[config.mk]
export PLATFORM = sky130hd
export DESIGN_NAME = stamp_age_purge
export DESIGN_NICKNAME = d
export VERILOG_FILES = /design/src/rtl/stamp_age_pkg.sv /design/src/rtl/stamp_age_ctrl.sv /design/src/rtl/stamp_age_dpath.sv /design/src/rtl/stamp_age_purge.sv
export SDC_FILE = /design/constraint.sdc
export NUM_CORES = 1
export LEC_CHECK = 0
export BUFFER_PORTS_ARGS = -buffer_cell sky130_fd_sc_hd__buf_2
export CAP_MARGIN = 20
export CORE_ASPECT_RATIO = 0.6
export CORE_MARGIN = 5
export CORE_UTILIZATION = 60
export CTS_BUF_LIST = sky130_fd_sc_hd__clkbuf_4 sky130_fd_sc_hd__clkbuf_8
export DETAILED_ROUTE_END_ITERATION = 10
export GPL_ROUTABILITY_DRIVEN = 0
export PLACE_DENSITY = 0.78
export SKIP_LAST_GASP = 1
export SLEW_MARGIN = 20
export SYNTH_ARGS = -nofsm -noshare
export SYNTH_HDL_FRONTEND = slang
export SYNTH_HIERARCHICAL = 1
export SYNTH_SLANG_ARGS = --single-unit
[constraint.sdc]
create_clock -name clk -period 3.1 [get_ports clk]
set_input_delay 0 -clock clk [delete_from_list [all_inputs] [get_ports clk]]
set_output_delay 0 -clock clk [all_outputs]
set_load 0.03 [all_outputs]
[src/rtl/stamp_age_pkg.sv]
package stamp_age_pkg;
  localparam int STAMP_W    = 8;
  localparam int CFG_W      = 8;
  localparam int GATE_BIT_A = 2;
  localparam int GATE_BIT_B = 3;

  typedef logic [STAMP_W-1:0] stamp_t;

  typedef enum logic {ST_IDLE, ST_SWEEP} sweep_state_t;

  // Strobes from control to datapath
  typedef struct packed {
    logic incNow;
    logic incExpiry;
    logic loadTgt;
    logic checkEn;
  } age_strobe_t;
endpackage

[src/rtl/stamp_age_ctrl.sv]
module stamp_age_ctrl
  import stamp_age_pkg::*;
#(
  parameter int N     = 16,
  parameter int IDX_W = $clog2(N)
) (
  input  logic                   clk,
  input  logic                   rstN,
  input  logic                   tickPin,
  input  logic                   cfgWrEn,
  input  logic [CFG_W-1:0]       cfgWrData,
  input  logic                   bumpNow,
  input  logic                   bumpExpiry,
  output logic [CFG_W-1:0]       cfgQ,
  output age_strobe_t            str,
  output logic [IDX_W-1:0]       sweepIdx,
  output logic                   busy
);
  localparam logic [IDX_W-1:0] LAST = IDX_W'(N - 1);

  logic syncA, syncB, syncC;
  logic gateOn, pinTick, sweepReq, atLast, pend;
  sweep_state_t state;

  always_ff @(posedge clk) begin
    if (!rstN) begin
      syncA <= 1'b0;
      syncB <= 1'b0;
      syncC <= 1'b0;
    end else begin
      syncA <= tickPin;
      syncB <= syncA;
      syncC <= syncB;
    end
  end

  assign gateOn   = cfgQ[GATE_BIT_A] & cfgQ[GATE_BIT_B];
  assign pinTick  = gateOn & syncB & ~syncC;
  assign sweepReq = pinTick | bumpExpiry;
  assign atLast   = (state == ST_SWEEP) && (sweepIdx == LAST);

  always_comb begin
    str.incNow    = pinTick | bumpNow;
    str.incExpiry = pinTick | bumpExpiry;
    str.loadTgt   = ((state == ST_IDLE) && sweepReq) || (atLast && (pend || sweepReq));
    str.checkEn   = (state == ST_SWEEP);
  end

  assign busy = (state == ST_SWEEP);

  always_ff @(posedge clk) begin
    if (!rstN) begin
      state    <= ST_IDLE;
      sweepIdx <= '0;
      pend     <= 1'b0;
      cfgQ     <= '0;
    end else begin
      if (cfgWrEn) cfgQ <= cfgWrData;
      unique case (state)
        ST_IDLE: begin
          if (sweepReq) begin
            state    <= ST_SWEEP;
            sweepIdx <= '0;
          end
        end
        ST_SWEEP: begin
          if (sweepIdx == LAST) begin
            if (pend || sweepReq) begin
              sweepIdx <= '0;
              pend     <= 1'b0;
            end else begin
              state <= ST_IDLE;
            end
          end else begin
            sweepIdx <= sweepIdx + 1'b1;
            if (sweepReq) pend <= 1'b1;
          end
        end
        default: state <= ST_IDLE;
      endcase
    end
  end

  // a pin edge yields a single-cycle tick
  assert_tick_single_R3: assert property (@(posedge clk) disable iff (!rstN)
    pinTick |=> !pinTick);

  // sweep index advances one slot per clock
  assert_idx_step_R6: assert property (@(posedge clk) disable iff (!rstN)
    (state == ST_SWEEP && sweepIdx != LAST) |=>
      (state == ST_SWEEP && sweepIdx == $past(sweepIdx) + 1'b1));

  // a pending tick restarts the sweep at slot 0
  assert_pend_rerun_R7: assert property (@(posedge clk) disable iff (!rstN)
    (atLast && pend) |=> (state == ST_SWEEP && sweepIdx == '0));
endmodule

[src/rtl/stamp_age_dpath.sv]
module stamp_age_dpath
  import stamp_age_pkg::*;
#(
  parameter int N     = 16,
  parameter int KEY_W = 16,
  parameter int IDX_W = $clog2(N)
) (
  input  logic              clk,
  input  logic              rstN,
  input  age_strobe_t       str,
  input  logic [IDX_W-1:0]  sweepIdx,
  input  logic              wrEn,
  input  logic [IDX_W-1:0]  wrIdx,
  input  logic [KEY_W-1:0]  wrKey,
  input  logic [IDX_W-1:0]  rdIdx,
  output logic              rdValid,
  output logic [KEY_W-1:0]  rdKey,
  output stamp_t            rdStamp,
  output stamp_t            nowTime,
  output stamp_t            expiryTime
);
  stamp_t             expiryNext, tgtQ;
  logic [N-1:0]       validQ;
  logic [KEY_W-1:0]   keyQ   [N];
  stamp_t             stampQ [N];

  assign expiryNext = expiryTime + {{(STAMP_W-1){1'b0}}, str.incExpiry};

  always_ff @(posedge clk) begin
    if (!rstN) begin
      nowTime    <= '0;
      expiryTime <= '0;
      tgtQ       <= '0;
    end else begin
      if (str.incNow)  nowTime <= nowTime + 1'b1;
      expiryTime <= expiryNext;
      if (str.loadTgt) tgtQ <= expiryNext;
    end
  end

  for (genvar i = 0; i < N; i++) begin : g_slot
    logic writeHit, purgeHit;
    assign writeHit = wrEn && (wrIdx == IDX_W'(i));
    assign purgeHit = str.checkEn && (sweepIdx == IDX_W'(i)) && (stampQ[i] == tgtQ);

    always_ff @(posedge clk) begin
      if (!rstN) begin
        validQ[i] <= 1'b0;
        keyQ[i]   <= '0;
        stampQ[i] <= '0;
      end else if (writeHit) begin
        validQ[i] <= 1'b1;
        keyQ[i]   <= wrKey;
        stampQ[i] <= nowTime;
      end else if (purgeHit) begin
        validQ[i] <= 1'b0;
      end
    end
  end

  assign rdValid = validQ[rdIdx];
  assign rdKey   = keyQ[rdIdx];
  assign rdStamp = stampQ[rdIdx];

  // now counter only moves on its strobe
  assert_now_hold_R8: assert property (@(posedge clk) disable iff (!rstN)
    !str.incNow |=> $stable(nowTime));

  // now counter steps by one, wrapping modulo 256
  assert_now_step_R10: assert property (@(posedge clk) disable iff (!rstN)
    str.incNow |=> nowTime == stamp_t'($past(nowTime) + 1'b1));

  // a write leaves the slot valid with the now stamp
  assert_write_stamp_R2: assert property (@(posedge clk) disable iff (!rstN)
    wrEn |=> (validQ[$past(wrIdx)] && stampQ[$past(wrIdx)] == $past(nowTime)));

  // a matching slot is cleared by the sweep
  assert_purge_hit_R5: assert property (@(posedge clk) disable iff (!rstN)
    (str.checkEn && validQ[sweepIdx] && stampQ[sweepIdx] == tgtQ &&
     !(wrEn && wrIdx == sweepIdx)) |=> !validQ[$past(sweepIdx)]);
endmodule

[src/rtl/stamp_age_purge.sv]
module stamp_age_purge
  import stamp_age_pkg::*;
#(
  parameter int N     = 16,
  parameter int KEY_W = 16,
  parameter int IDX_W = $clog2(N)
) (
  input  logic              clk,
  input  logic              rstN,
  input  logic              tickPin,
  input  logic              cfgWrEn,
  input  logic [7:0]        cfgWrData,
  input  logic              bumpNow,
  input  logic              bumpExpiry,
  input  logic              wrEn,
  input  logic [IDX_W-1:0]  wrIdx,
  input  logic [KEY_W-1:0]  wrKey,
  input  logic [IDX_W-1:0]  rdIdx,
  output logic              rdValid,
  output logic [KEY_W-1:0]  rdKey,
  output logic [7:0]        rdStamp,
  output logic [7:0]        cfgQ,
  output logic [7:0]        nowTime,
  output logic [7:0]        expiryTime,
  output logic              busy
);
  age_strobe_t       str;
  logic [IDX_W-1:0]  sweepIdx;

  stamp_age_ctrl #(.N(N), .IDX_W(IDX_W)) ctrl_i (
    .clk(clk), .rstN(rstN), .tickPin(tickPin),
    .cfgWrEn(cfgWrEn), .cfgWrData(cfgWrData),
    .bumpNow(bumpNow), .bumpExpiry(bumpExpiry),
    .cfgQ(cfgQ), .str(str), .sweepIdx(sweepIdx), .busy(busy)
  );

  stamp_age_dpath #(.N(N), .KEY_W(KEY_W), .IDX_W(IDX_W)) dpath_i (
    .clk(clk), .rstN(rstN), .str(str), .sweepIdx(sweepIdx),
    .wrEn(wrEn), .wrIdx(wrIdx), .wrKey(wrKey), .rdIdx(rdIdx),
    .rdValid(rdValid), .rdKey(rdKey), .rdStamp(rdStamp),
    .nowTime(nowTime), .expiryTime(expiryTime)
  );
endmodule

==> metrics <==
Site Rows 53; fmax 410 MHz; Final Instance Area 23800 µm²; slew margin rel. 36.5%; placed cell count 1986; Hold Crit Start wrIdx[3]; DRC viols 0; Syn Inst Count 1494; share of cells above drive strength 1 23.6%; fill count 2390; setup TNS 0 ns; HPWL after DPL 35100 µm; CTS tree built; Final Non-Filler Cells 2145; largest family of logic cells by synthesized area simple AND/OR/NAND/NOR gates; Worst Setup SP dpath_i/stampQ[11][6]$_SDFFCE_PN0P_; Final ANT Viol Nets 0; largest net degree at the start of global routing 55; PwrDens 549 nW/µm²; Syn Nets 1537; crit share post-route 78.7%; sequential share of the synthesized area 60.1%; sequential cell area 12700 µm²; Leak Pwr 9.09 nW; Tmin final 2.44 ns; DRT Pass-1 Iters 5; Die Height 155 µm; Post-Synth Adder-Cell Area 0.237%; vias per cell 6.28; maximum vdd ir drop 0.000400 V; Reg2Reg Setup Slack 0.78 ns; reg-to-reg critical path startpoint dpath_i/tgtQ[5]$_SDFFE_PN0P_; Hold Vio Cnt, Final 0; Compound-Gate Fraction of Synth Area 3.74%; initial antenna violation count 4; Synth top cells by count and2_1 (396), edfxtp_1 (384), xor2_1 (121); DIE WIDTH 252 µm; Crit path required time 3.10 ns; Tot GR Track Use 29.4%; Root Buffer clkbuf_8; Main synth FF type edfxtp_1; mapped cell area 21100 µm²; outcome finished clean; final-stage net count 1667; Core Region 34800 µm²; clock slew at reported path FFs 0.06 ns; Area growth syn-to-layout 12.7%; Buf+Inv Stages, Crit Path 1; vias in the first global route 13500; grt ovf 0; clock buffer count from CTS 66; Sink Count 441; die area 39100 µm²; synth top area cells edfxtp_1 (55%), and2_1 (12%), mux4_2 (11%); H-tree Lvls 3; CP startpoint kind flop; Crit. End Element output port; I/O Buffers 88; Top-Level Pins 89; total number of vias 13500; final slew viol count 0; top-count cell post-synth and2_1; multi-input logic area 7850 µm²; wire length per cell 26.6 µm; CP max FO 2; EDFF count, synth 384; Placed Area 22100 µm²; drt total wl 57000 µm; mean post-synth cell area 14.1 µm²; Synth Area in Simple Gates 15.9%; crit path cell chain mux4_2 -> a22oi_1 -> nand2_1 -> buf_2; area share of the largest cell type after synthesis 54.7%; Max Cap Violations 0; delay-heaviest family, CP multiplexers; Worst-Margin Slew 0.951 ns; Initial Util 60.5%; Clock Latency Late Sink 0.63 ns; post-route setup slack 0.659 ns; YS warnings 6; critical path type flop to output port; # setup viols final 0; FFs w/ async S/R, synth 0%; cell taking the most area after synthesis edfxtp_1; RSZ-0062 raised after global routing no; Synth cell types 46; First DRT Iteration DRCs 2150; Longest Clk Path Bufs 3; synthesis-stage register bit count 441; Setup WS pre-CTS 0.946 ns; CP max stage delay 0.52 ns; post-synthesis xor/xnor area fraction 5.82%; CP max-delay cell mux4_2; Hold Crit Class primary input to flop; post-synthesis mux area share 11.2%; crit path DAT 2.44 ns; global-route wire length before repair 85900 µm; Setup Skew 0.0333 ns; Final Hold Slack 0.0347 ns
-- area by class of cell --
cell class              count  area share (%)
diodes                      3          0.0316
clock inverters            31           0.790
clock buffers              88            4.62
flip-flops and latches    441            53.3
well taps                 467            2.46
inverters                   3          0.0474
multi-input cells         925            33.0
repair buffers            187            5.67
-- state kept, by name, summed over array words and instances, names as in the netlist, 4 cells and up --
| register | count |
|---|---|
| dpath_i/validQ | 16 |
| dpath_i/keyQ | 256 |
| dpath_i/nowTime | 8 |
| dpath_i/expiryTime | 8 |
| dpath_i/tgtQ | 8 |
| dpath_i/stampQ | 128 |
| ctrl_i/sweepIdx | 4 |
| ctrl_i/cfgQ | 8 |
-- kinds of logic (layout without fill, tap and decap cells) --
| kind of cell | count (synthesis) | count (layout) |
|---|---|---|
| fa+ha+maj | 4 | 4 |
| buf+inv | 128 | 309 |
| flops | 441 | 441 |
| other cells | 0 | 3 |
| simple gates | 562 | 562 |
| compound gates | 108 | 108 |
| xor+xnor | 140 | 140 |
| mux | 111 | 111 |
-- final timing paths --
path | endpoint | depth (start not counted)
max | rdStamp[6] | 4
min | dpath_i/stampQ[0][0]$_SDFFCE_PN0P_ | 4
max reg2reg | dpath_i/validQ[0]$_SDFFE_PN0P_ | 5
min reg2reg | ctrl_i/syncB$_SDFF_PN0_ | 1
-- report_power, final --
group | internal, W | total [W] | switching (W)
Combinational | 0.000522 | 0.00138 | 0.000855
Clock | 0.00242 | 0.00473 | 0.00231
Sequential | 0.00675 | 0.00692 | 0.000170
Total | 0.00969 | 0.0130 | 0.00334
-- worst reg2reg max path, cell delays in order, from the launching register on --
cell	delay, ns
dfxtp_1	0.82
buf_4	0.32
xor2_1	0.10
nor4_1	0.56
nand4_1	0.16
a31o_1	0.27
-- timing repair --
| action | in CTS | in global routing |
|---|---|---|
| resized for setup | 0 | 0 |
| buffers inserted | 0 | 0 |
| endpoints found under the hold margin | 277 | 0 |
| hold buffers | 37 | 0 |
| endpoints found under the setup margin | 0 | 0 |
-- per-stage QoR --
step           total power (W)  utilization, %
2_1_floorplan          0.00786               -
3_3_place_gp           0.00831            63.5
3_5_place_dp           0.00835            63.5
4_1_cts                 0.0130            68.2
5_1_grt                 0.0134            68.2
6_report                0.0130            68.2
-- layer usage --
metal  global-route usage (%)  vias up  part of all wire (%)
li1                         -     5705                     -
met1                     45.3     6777                    41
met2                     41.1      899                    43
met3                     9.77       97                    15
met4                     6.97        2                   2.1
met5                        0        -                 0.012
-- placed cells by master, fill, tap and decap left out, drive strengths merged, types with 37 or more instances in the layout --
| cell type | n |
|---|---|
| and2 | 396 |
| edfxtp | 384 |
| buf | 150 |
| xor2 | 121 |
| mux4 | 100 |
| clkbuf | 88 |
| dfxtp | 57 |
| a22oi | 50 |
| nand2 | 39 |
| dlygate4sd3 | 37 |
No activity file was read; power rests on OpenSTA's default activity.
